File: src/rtl/lk_pm_pkg.sv
package lk_pm_pkg;
   typedef enum logic [1:0] {
      LK_RUN   = 2'd0,
      LK_HALT  = 2'd1,
      LK_ARMED = 2'd2
   } lk_state_e;
endpackage

File: src/rtl/lk_regfile.sv
// Control register bank: even addresses hold words, odd ones read as zero,
// word 0 is a read-only capability constant whose write clears the bank.
module lk_regfile #(
   parameter int unsigned            ADDR_W   = 7,
   parameter int unsigned            DATA_W   = 16,
   parameter logic [DATA_W-1:0]      CAP_WORD = 16'h6A90,
   parameter logic [ADDR_W-1:0]      PD_ADDR  = 7'h26
) (
   input  logic              clk_i,
   input  logic              rst_ni,
   input  logic              wr_en_i,
   input  logic [ADDR_W-1:0] wr_addr_i,
   input  logic [DATA_W-1:0] wr_data_i,
   input  logic              clr_i,
   input  logic [ADDR_W-1:0] rd_addr_i,
   output logic [DATA_W-1:0] rd_data_o,
   output logic [DATA_W-1:0] pd_word_o
);
   localparam int unsigned IDX_W = ADDR_W - 1;
   localparam int unsigned WORDS = 2 ** IDX_W;

   logic [DATA_W-1:0] words [WORDS];
   logic [IDX_W-1:0]  wr_idx;
   logic              wr_even;

   assign wr_idx  = wr_addr_i[ADDR_W-1:1];
   assign wr_even = wr_en_i & ~wr_addr_i[0];

   for (genvar g = 0; g < WORDS; g++) begin : g_word
      if (g == 0) begin : g_cap
         assign words[g] = CAP_WORD;
      end else begin : g_store
         logic [DATA_W-1:0] q;
         always_ff @(posedge clk_i or negedge rst_ni) begin
            if (!rst_ni) begin
               q <= '0;
            end else if (clr_i) begin
               q <= '0;
            end else if (wr_even && (wr_idx == IDX_W'(g))) begin
               q <= wr_data_i;
            end
         end
         assign words[g] = q;
      end
   end

   assign rd_data_o = rd_addr_i[0] ? '0 : words[rd_addr_i[ADDR_W-1:1]];
   assign pd_word_o = words[PD_ADDR[ADDR_W-1:1]];
endmodule

File: src/rtl/lk_pwr_fsm.sv
// Link power state: running, halted (guard then warm-reset detection),
// armed (waiting for sync to fall).
module lk_pwr_fsm
   import lk_pm_pkg::*;
#(
   parameter int unsigned FRAME_BITS   = 256,
   parameter int unsigned HALF_DIV     = 1,
   parameter int unsigned WARM_CYCLES  = 25,
   parameter int unsigned GUARD_FRAMES = 4
) (
   input  logic clk_i,
   input  logic rst_ni,
   input  logic halt_req_i,
   input  logic sync_i,
   output logic run_o,
   output logic halted_o,
   output logic armed_o,
   output logic guard_busy_o
);
   localparam int unsigned GUARD_CYC = GUARD_FRAMES * FRAME_BITS * 2 * HALF_DIV;
   localparam int unsigned GW        = $clog2(GUARD_CYC + 1);
   localparam int unsigned WW        = $clog2(WARM_CYCLES + 1);

   lk_state_e       state_q;
   logic [GW-1:0]   guard_q;
   logic [WW-1:0]   warm_q;

   always_ff @(posedge clk_i or negedge rst_ni) begin
      if (!rst_ni) begin
         state_q <= LK_RUN;
         guard_q <= '0;
         warm_q  <= '0;
      end else begin
         case (state_q)
            LK_RUN: begin
               warm_q <= '0;
               if (halt_req_i) begin
                  state_q <= LK_HALT;
                  guard_q <= GW'(GUARD_CYC);
               end
            end
            LK_HALT: begin
               if (guard_q != '0) begin
                  guard_q <= guard_q - GW'(1);
                  warm_q  <= '0;
               end else if (sync_i) begin
                  if (warm_q == WW'(WARM_CYCLES - 1)) begin
                     state_q <= LK_ARMED;
                     warm_q  <= '0;
                  end else begin
                     warm_q <= warm_q + WW'(1);
                  end
               end else begin
                  warm_q <= '0;
               end
            end
            LK_ARMED: begin
               if (!sync_i) begin
                  state_q <= LK_RUN;
               end
            end
            default: state_q <= LK_RUN;
         endcase
      end
   end

   assign run_o        = (state_q == LK_RUN);
   assign halted_o     = (state_q == LK_HALT);
   assign armed_o      = (state_q == LK_ARMED);
   assign guard_busy_o = (guard_q != '0);
endmodule

File: src/rtl/lk_bitclk.sv
// Bit clock generator with bit-in-frame position and ready frame counting.
module lk_bitclk #(
   parameter int unsigned FRAME_BITS   = 256,
   parameter int unsigned HALF_DIV     = 1,
   parameter int unsigned READY_FRAMES = 2
) (
   input  logic clk_i,
   input  logic rst_ni,
   input  logic run_i,
   input  logic sync_rise_i,
   output logic bclk_o,
   output logic tag_bit_o,
   output logic ready_o
);
   localparam int unsigned DW = $clog2(HALF_DIV + 1);
   localparam int unsigned BW = $clog2(FRAME_BITS);
   localparam int unsigned RW = $clog2(READY_FRAMES + 1);

   logic [DW-1:0] div_q;
   logic          bclk_q;
   logic [BW-1:0] bit_q;
   logic [RW-1:0] frm_q;

   always_ff @(posedge clk_i or negedge rst_ni) begin
      if (!rst_ni) begin
         div_q  <= '0;
         bclk_q <= 1'b0;
         bit_q  <= '0;
         frm_q  <= '0;
      end else if (!run_i) begin
         div_q  <= '0;
         bclk_q <= 1'b0;
         bit_q  <= '0;
         frm_q  <= '0;
      end else begin
         if (div_q == DW'(HALF_DIV - 1)) begin
            div_q  <= '0;
            bclk_q <= ~bclk_q;
            if (bclk_q) begin
               if (bit_q == BW'(FRAME_BITS - 1)) begin
                  bit_q <= '0;
                  if (frm_q != RW'(READY_FRAMES)) begin
                     frm_q <= frm_q + RW'(1);
                  end
               end else begin
                  bit_q <= bit_q + BW'(1);
               end
            end
         end else begin
            div_q <= div_q + DW'(1);
         end
         if (sync_rise_i) begin
            bit_q <= '0;
         end
      end
   end

   assign bclk_o    = bclk_q & run_i;
   assign tag_bit_o = run_i & (bit_q == '0);
   assign ready_o   = run_i & (frm_q == RW'(READY_FRAMES));
endmodule

File: src/rtl/codec_link_pm.sv
module codec_link_pm #(
   parameter int unsigned       ADDR_W       = 7,
   parameter int unsigned       DATA_W       = 16,
   parameter logic [ADDR_W-1:0] PD_ADDR      = 7'h26,
   parameter logic [ADDR_W-1:0] RST_ADDR     = 7'h00,
   parameter int unsigned       PD_BIT       = 12,
   parameter logic [DATA_W-1:0] CAP_WORD     = 16'h6A90,
   parameter int unsigned       FRAME_BITS   = 256,
   parameter int unsigned       HALF_DIV     = 1,
   parameter int unsigned       READY_FRAMES = 2,
   parameter int unsigned       WARM_CYCLES  = 25,
   parameter int unsigned       GUARD_FRAMES = 4,
   parameter bit                TAG_READY    = 1'b1
) (
   input  logic              clk_i,
   input  logic              rst_ni,
   input  logic              sync_i,
   input  logic              wr_en_i,
   input  logic [ADDR_W-1:0] wr_addr_i,
   input  logic [DATA_W-1:0] wr_data_i,
   input  logic [ADDR_W-1:0] rd_addr_i,
   output logic [DATA_W-1:0] rd_data_o,
   input  logic              sdata_raw_i,
   output logic              bit_clk_o,
   output logic              sdata_o,
   output logic              codec_ready_o
);
   if (PD_BIT >= DATA_W) begin : g_bad_pd_bit
      $error("PD_BIT must lie inside the data word");
   end
   if (ADDR_W < 2) begin : g_bad_addr
      $error("ADDR_W must be at least 2");
   end
   if (HALF_DIV < 1 || READY_FRAMES < 1 || WARM_CYCLES < 1) begin : g_bad_cnt
      $error("HALF_DIV, READY_FRAMES and WARM_CYCLES must be non-zero");
   end
   if (FRAME_BITS < 2) begin : g_bad_frame
      $error("FRAME_BITS must be at least 2");
   end

   logic [2:0]        sync_q;
   logic              sync_lvl;
   logic              sync_rise;
   logic              run;
   logic              halted;
   logic              armed;
   logic              guard_busy;
   logic              wr_ok;
   logic              halt_req;
   logic              soft_clr;
   logic              tag_bit;
   logic [DATA_W-1:0] pd_word;

   always_ff @(posedge clk_i or negedge rst_ni) begin
      if (!rst_ni) begin
         sync_q <= '0;
      end else begin
         sync_q <= {sync_q[1:0], sync_i};
      end
   end

   assign sync_lvl  = sync_q[1];
   assign sync_rise = sync_q[1] & ~sync_q[2];

   assign wr_ok    = wr_en_i & run;
   assign halt_req = wr_ok & (wr_addr_i == PD_ADDR) & wr_data_i[PD_BIT];
   assign soft_clr = wr_ok & (wr_addr_i == RST_ADDR);

   lk_regfile #(
      .ADDR_W  (ADDR_W),
      .DATA_W  (DATA_W),
      .CAP_WORD(CAP_WORD),
      .PD_ADDR (PD_ADDR)
   ) u_regs (
      .clk_i    (clk_i),
      .rst_ni   (rst_ni),
      .wr_en_i  (wr_ok),
      .wr_addr_i(wr_addr_i),
      .wr_data_i(wr_data_i),
      .clr_i    (soft_clr),
      .rd_addr_i(rd_addr_i),
      .rd_data_o(rd_data_o),
      .pd_word_o(pd_word)
   );

   lk_pwr_fsm #(
      .FRAME_BITS  (FRAME_BITS),
      .HALF_DIV    (HALF_DIV),
      .WARM_CYCLES (WARM_CYCLES),
      .GUARD_FRAMES(GUARD_FRAMES)
   ) u_fsm (
      .clk_i       (clk_i),
      .rst_ni      (rst_ni),
      .halt_req_i  (halt_req),
      .sync_i      (sync_lvl),
      .run_o       (run),
      .halted_o    (halted),
      .armed_o     (armed),
      .guard_busy_o(guard_busy)
   );

   lk_bitclk #(
      .FRAME_BITS  (FRAME_BITS),
      .HALF_DIV    (HALF_DIV),
      .READY_FRAMES(READY_FRAMES)
   ) u_clk (
      .clk_i      (clk_i),
      .rst_ni     (rst_ni),
      .run_i      (run),
      .sync_rise_i(sync_rise),
      .bclk_o     (bit_clk_o),
      .tag_bit_o  (tag_bit),
      .ready_o    (codec_ready_o)
   );

   if (TAG_READY) begin : g_tag_ins
      assign sdata_o = run & (tag_bit ? codec_ready_o : sdata_raw_i);
   end else begin : g_tag_off
      logic unused_tag;
      assign unused_tag = tag_bit;
      assign sdata_o    = run & sdata_raw_i;
   end
endmodule

File: config.mk
export PLATFORM = sky130hd
export DESIGN_NAME = codec_link_pm
export DESIGN_NICKNAME = d
export VERILOG_FILES = /design/src/rtl/lk_pm_pkg.sv /design/src/rtl/lk_regfile.sv /design/src/rtl/lk_pwr_fsm.sv /design/src/rtl/lk_bitclk.sv /design/src/rtl/codec_link_pm.sv
export SDC_FILE = /design/constraint.sdc
export NUM_CORES = 2
export LEC_CHECK = 0
export BUFFER_PORTS_ARGS = -buffer_cell sky130_fd_sc_hd__buf_2
export CAP_MARGIN = 20
export CORE_MARGIN = 3
export CORE_UTILIZATION = 44
export CTS_BUF_LIST = sky130_fd_sc_hd__clkbuf_4 sky130_fd_sc_hd__clkbuf_8
export DETAILED_ROUTE_END_ITERATION = 8
export HOLD_SLACK_MARGIN = 0.02
export PLACE_DENSITY = 0.56
export SYNTH_ARGS = -nofsm -noshare
export SYNTH_HDL_FRONTEND = slang
export SYNTH_SLANG_ARGS = --single-unit
File: constraint.sdc
create_clock -name clk_i -period 8.75 [get_ports clk_i]
set_clock_uncertainty 0.15 [all_clocks]
set_input_delay 1.3125 -clock clk_i [delete_from_list [all_inputs] [get_ports clk_i]]
set_output_delay 1.3125 -clock clk_i [all_outputs]
set_load 0.03 [all_outputs]
---- Word-level counts from Yosys, hierarchy flattened ----
Index checks and enable logic that the tools add are counted.
storage, ports and cells
  register bits after elaboration ......... 1,042
  output and inout port bits .............. 19
  logic and storage cells ................. 466
operators by class
  add/sub/neg operators ................... 5
  order comparisons ....................... 1
  eq/ne operators ......................... 82
  multiplexer cells ....................... 158
  bitwise gates (word level) .............. 14
  reductions and logical operators ........ 135
operators with widths
  operator                                               count
  2-to-1 mux 16 bit                                      129
  == test 6 bit, second input constant                   32
  nonzero test 2 bit                                     64
  binary-select mux 16 bit (select 6 bit)                1
  == test 6 x 5 -> 1 bit, second input constant          16
  logical AND 1 bit                                      63
  == test 6 x 4 -> 1 bit, second input constant          8
  2-to-1 mux 8 bit                                       5
  == test 6 x 3 -> 1 bit, second input constant          4
  2-to-1 mux 12 bit                                      2
  one-hot mux 12 bit (2 select lines)                    1
  2-to-1 mux 2 bit                                       10
  2-to-1 mux 5 bit                                       3
  == test 6 x 2 -> 1 bit, second input constant          2
  inequality test 2 x 1 -> 1 bit, second input constant  6
  nonzero test 12 bit                                    1
  subtractor 12 x 1 -> 12 bit, second input constant     1
  bitwise AND 1 bit                                      10
  inequality test 2 bit, second input constant           5
  one-hot mux 5 bit (2 select lines)                     1
  adder 8 x 1 -> 8 bit, second input constant            1
  == test 8 bit, second input constant                   1
  zero test 8 bit                                        1
  == test 7 x 6 -> 1 bit, second input constant          1
  20 further kinds                                       27

---- Logic depth before layout (Yosys ltp) ----
  depth after elaboration ................. 6
  mapped depth ............................ 10
  gate-level depth less buffers ........... 7

---- Cells and area by module ----
A second synthesis with hierarchy kept.
second synthesis, totals
  cell total of the unflattened synthesis .. 5,176
  area total of the unflattened synthesis .. 51,028.9 um^2
modules (own cells, without submodules)
  module         instances  cells each  area an instance (um^2)
  lk_regfile     1          4,983       49,147.1
  lk_pwr_fsm     1          109         1,081.0
  lk_bitclk      1          71          661.9
  codec_link_pm  1          13          138.9

---- Worst setup path before layout ----
Ideal clock, no wire load.
  path type ............................... in2out
  start ................................... input port rd_addr_i[1]
  end ..................................... output port rd_data_o[0]
  data arrival time ....................... 3.420 ns
  required time ........................... 7.287 ns
  slack ................................... 3.868 ns
  stages .................................. 7
  path buffers ............................ 4
  cells stage by stage .................... buf_2 -> buf_2 -> buf_2 -> buf_2 -> mux4_2 -> a221oi_1 -> a31oi_1
on the way
  word-level cells in the longest chain between the ends .. 5
ends and longest elaborated chain
  element                                               RTL line             text
  start: declaration                                    codec_link_pm.sv:21  input logic [ADDR_W-1:0] rd_addr_i,
  NOT 6 -> 7 bit (implied by the code)                  lk_regfile.sv:47     assign rd_data_o = rd_addr_i[0] ? '0 : words[rd_addr_i[ADDR_W-1:1]];
  binary-select mux 16 bit (select 6 bit)               lk_regfile.sv:47
  2-to-1 mux 16 bit (implied by the code) (2 in a row)  lk_regfile.sv:47
  2-to-1 mux 16 bit                                     lk_regfile.sv:47
  end: declaration                                      codec_link_pm.sv:22  output logic [DATA_W-1:0] rd_data_o,
Every way passes these cells. The select of a mux whose other input is x is not followed.

---- Worst setup path in the final report ----
  start ................................... input port rd_addr_i[2]
  end ..................................... output port rd_data_o[2]
The elaborated chain is that of the path after synthesis.

==> impl_metrics.env <==
export IMPL_status="finished, final reports clean"
export IMPL_hold_buffers=0
export IMPL_wl_mm=166
export IMPL_vias=38300
export IMPL_synth_seq_cells=1041
export IMPL_max_freq_mhz=163
export IMPL_holdWs_ns=0.200
export IMPL_final_hold_violation_count=0
export IMPL_final_area_um2=56300
export IMPL_syn_cell_area_um2=51400
export IMPL_final_setup_tns_ns=0
export IMPL_synthCells=4871
export IMPL_required_ns=7.29
export IMPL_slew_viol_final=0
export IMPL_track_usage_pct=27.3
export IMPL_dp_cells=6047
export IMPL_die_w_um=348
export IMPL_post_route_drc_count=0
export IMPL_n_fill_cell=10600
export IMPL_slew_headroom_pct=28.6
export IMPL_grt_overflow=0
export IMPL_arrival_ns=4.65
export IMPL_grt_pass1_vias=38000
export IMPL_gp_congestion=0.885
export IMPL_numClockSinks=1041
export IMPL_post_cts_buffers=0
export IMPL_wire_per_inst_um=26.0
export IMPL_yosys_area_top_type_share_pct=50.7
export IMPL_grt_max_degree=210
export IMPL_ioPinCount=54
export IMPL_cap_violations=0
export IMPL_drtPass1Iterations=5
export IMPL_yosys_area_top_type="dfrtp_1"
export IMPL_synth_edf_count=0
export IMPL_syn_area_per_cell_um2=10.5
export IMPL_p_leak_nw=25.6
export IMPL_drive_gt1_share_pct=15.8
export IMPL_port_buffers=53
export IMPL_cts_root_buf="clkbuf_8"
export IMPL_dieArea_um2=121000
export IMPL_async_reset_ff_share_pct=100
export IMPL_h_tree_depth=4
export IMPL_clockBufferDepth=3
export IMPL_dp_hpwl_mm=94.1
export IMPL_min_period_ns=6.12
export IMPL_power_density_nw_per_um2=180
export IMPL_ant_nets=0
export IMPL_rsz0062_at_grt="false"
export IMPL_viasPerCell=6.01
export IMPL_tightest_slew_ns=1.07
export IMPL_crit_fanout=86
export IMPL_yosysSeqAreaShare_pct=50.7
export IMPL_clkTransAtPathRegs_ns=0.05
export IMPL_tritoncts="built"
export IMPL_placed_area_um2=52500
export IMPL_antenna_found_initial=10
export IMPL_start_util_pct=44.6
export IMPL_stdcell_count=6368
export IMPL_hold_path_class="reg -> reg"
export IMPL_ctsResizeCount=0
export IMPL_grt_pass1_wl_mm=252
export IMPL_ys_flop_type="dfrtp_1"
export IMPL_drtIter0Drc=4020
export IMPL_ys_warn_count=0
export IMPL_finalSetupViolations=0
export IMPL_peakVddDrop_mv=0.132
export IMPL_cts_buffers_inserted=179
export IMPL_min_period_over_period_pct=69.9
export IMPL_cp_start_kind="primary input"
export IMPL_crit_type="in -> out"
export IMPL_coreArea_um2=115000
export IMPL_power_mw=10.1
export IMPL_die_y_um=348
export IMPL_clkLatencyLatePin_ns=0.89
export IMPL_ys_types=62
export IMPL_finalNetCount=4758
export IMPL_worstSetupEndpointType="output pin"
export IMPL_synth_nets=4913
export IMPL_std_cell_rows=124
export IMPL_synth_area_top_cells="dfrtp_1 (51%), mux2i_1 (12%), mux4_2 (9.3%)"
export IMPL_syn_to_final_growth_pct=9.58
==> cell usage in the layout, fill, tap and decap left out, types with 8 or more instances in the layout <==
cell type	n
mux2_2	20
a22oi_1	31
a221oi_1	9
nor3_1	18
nand2b_1	18
nor4_1	8
buf_2	48
mux2i_1	629
o311ai_0	10
o21ai_0	11
a22o_1	32
a31oi_1	24
nand2_1	577
nand4_1	8
a21oi_1	464
o22ai_1	33
xnor2_1	8
clkbuf_4	62
nor2_1	578
nor2_2	8
nand3_1	491
inv_1	13
or4_1	13
dfrtp_1	1041
buf_12	14
nor2_4	13
mux4_2	212
nor2b_1	12
buf_4	93
clkbuf_8	229
clkinv_2	12
==> area by class of cell <==
cell class | instances | area (um^2) | share of cell area, %
Clock inverter | 25 | 210 | 0.373
Clock buffer | 290 | 3600 | 6.40
Sequential cell | 1041 | 26100 | 46.3
Multi-Input combinational cell | 3320 | 23200 | 41.2
Antenna cell | 6 | 15.0 | 0.0267
Tap cell | 1512 | 1890 | 3.36
Timing Repair Buffer | 159 | 1280 | 2.27
Inverter | 15 | 56.3 | 0.100
==> where the power goes <==
| group | total, mW | switching [mW] | internal [mW] | leakage, nW |
|---|---|---|---|---|
| sequential | 4.83 | 0.00639 | 4.83 | 14.5 |
| combinational | 0.565 | 0.445 | 0.120 | 9.05 |
| clock | 4.73 | 2.08 | 2.65 | 2.02 |
==> flip-flops by register name, summed over array words and instances (netlist names) <==
signal                   cells
sync_q                       3
u_regs.g_word.g_store.q    992
u_clk.bit_q                  8
u_fsm.state_q                2
u_fsm.guard_q               12
u_regs.pd_word_o            16
u_clk.bclk_q                 1
u_clk.frm_q                  2
u_fsm.warm_q                 5
==> synth_stat cells, drive strengths merged, types with 20 or more instances <==
cell and instances:
nor2 599, nand3 493, mux2i 629, a31oi 25, a22oi 31, nor3 30, o22ai 33, mux4 212
mux2 20, a21oi 464, dfrtp 1041, buf 240, clkbuf 255, a22o 32, nand2 578
==> cell families (layout without fill, tap and decap cells) <==
logic type / after synthesis / after routing / share of synthesized area (%)
DFF: 1041 / 1041 / 50.7
and+or+nand+nor: 1803 / 1803 / 15.5
buffers and inverters: 510 / 489 / 4.44
adders and majority gates: 7 / 7 / 0.170
AOI/OAI and AO/OA: 636 / 636 / 6.99
xor gates and xnor gates: 13 / 13 / 0.222
other: 0 / 6 / 0
muxes: 861 / 861 / 22.0
==> worst paths after layout <==
path | startpoint | end | slack (ns) | cells after the start
worst min-delay path | sync_q[0] | sync_q[1] | 0.20 | 0
max in group asynchronous | rst_ni | u_regs.g_word[38].g_store.q[1] | 6.08 | 3
worst max register to register | u_fsm.state_q[1] | u_regs.g_word[55].g_store.q[9] | 4.24 | 6
worst max-delay path | rd_addr_i[2] | rd_data_o[2] | 2.63 | 8
min in group asynchronous | rst_ni | u_clk.bit_q[3] | 0.30 | 1
worst min register to register | sync_q[0] | sync_q[1] | 0.20 | 0
==> stage by stage <==
step	util, %	setup WS (ns)
floorplan	-	3.87
global placement	45.6	2.69
detailed placement	45.6	2.72
CTS	48.9	2.71
global route	48.9	2.58
finish	48.9	2.63
==> per-layer routing <==
layer | global-route usage [%] | up-vias | part of all wire (%)
met5 | 0 | - | 0.017
met4 | 10.1 | 4 | 3.4
met3 | 5.72 | 291 | 7.4
met2 | 41.8 | 1403 | 46
met1 | 38.4 | 19800 | 43
li1 | - | 16800 | -
==> worst max-delay path, cell delays in order <==
cell	delay (ns)
buf_8	0.64
buf_4	0.62
mux4_2	0.31
mux2i_1	0.07
a22oi_1	0.45
nand2_1	0.41
a31oi_1	0.42
buf_2	0.27
Note: power is estimated with default switching activity, not from simulation.
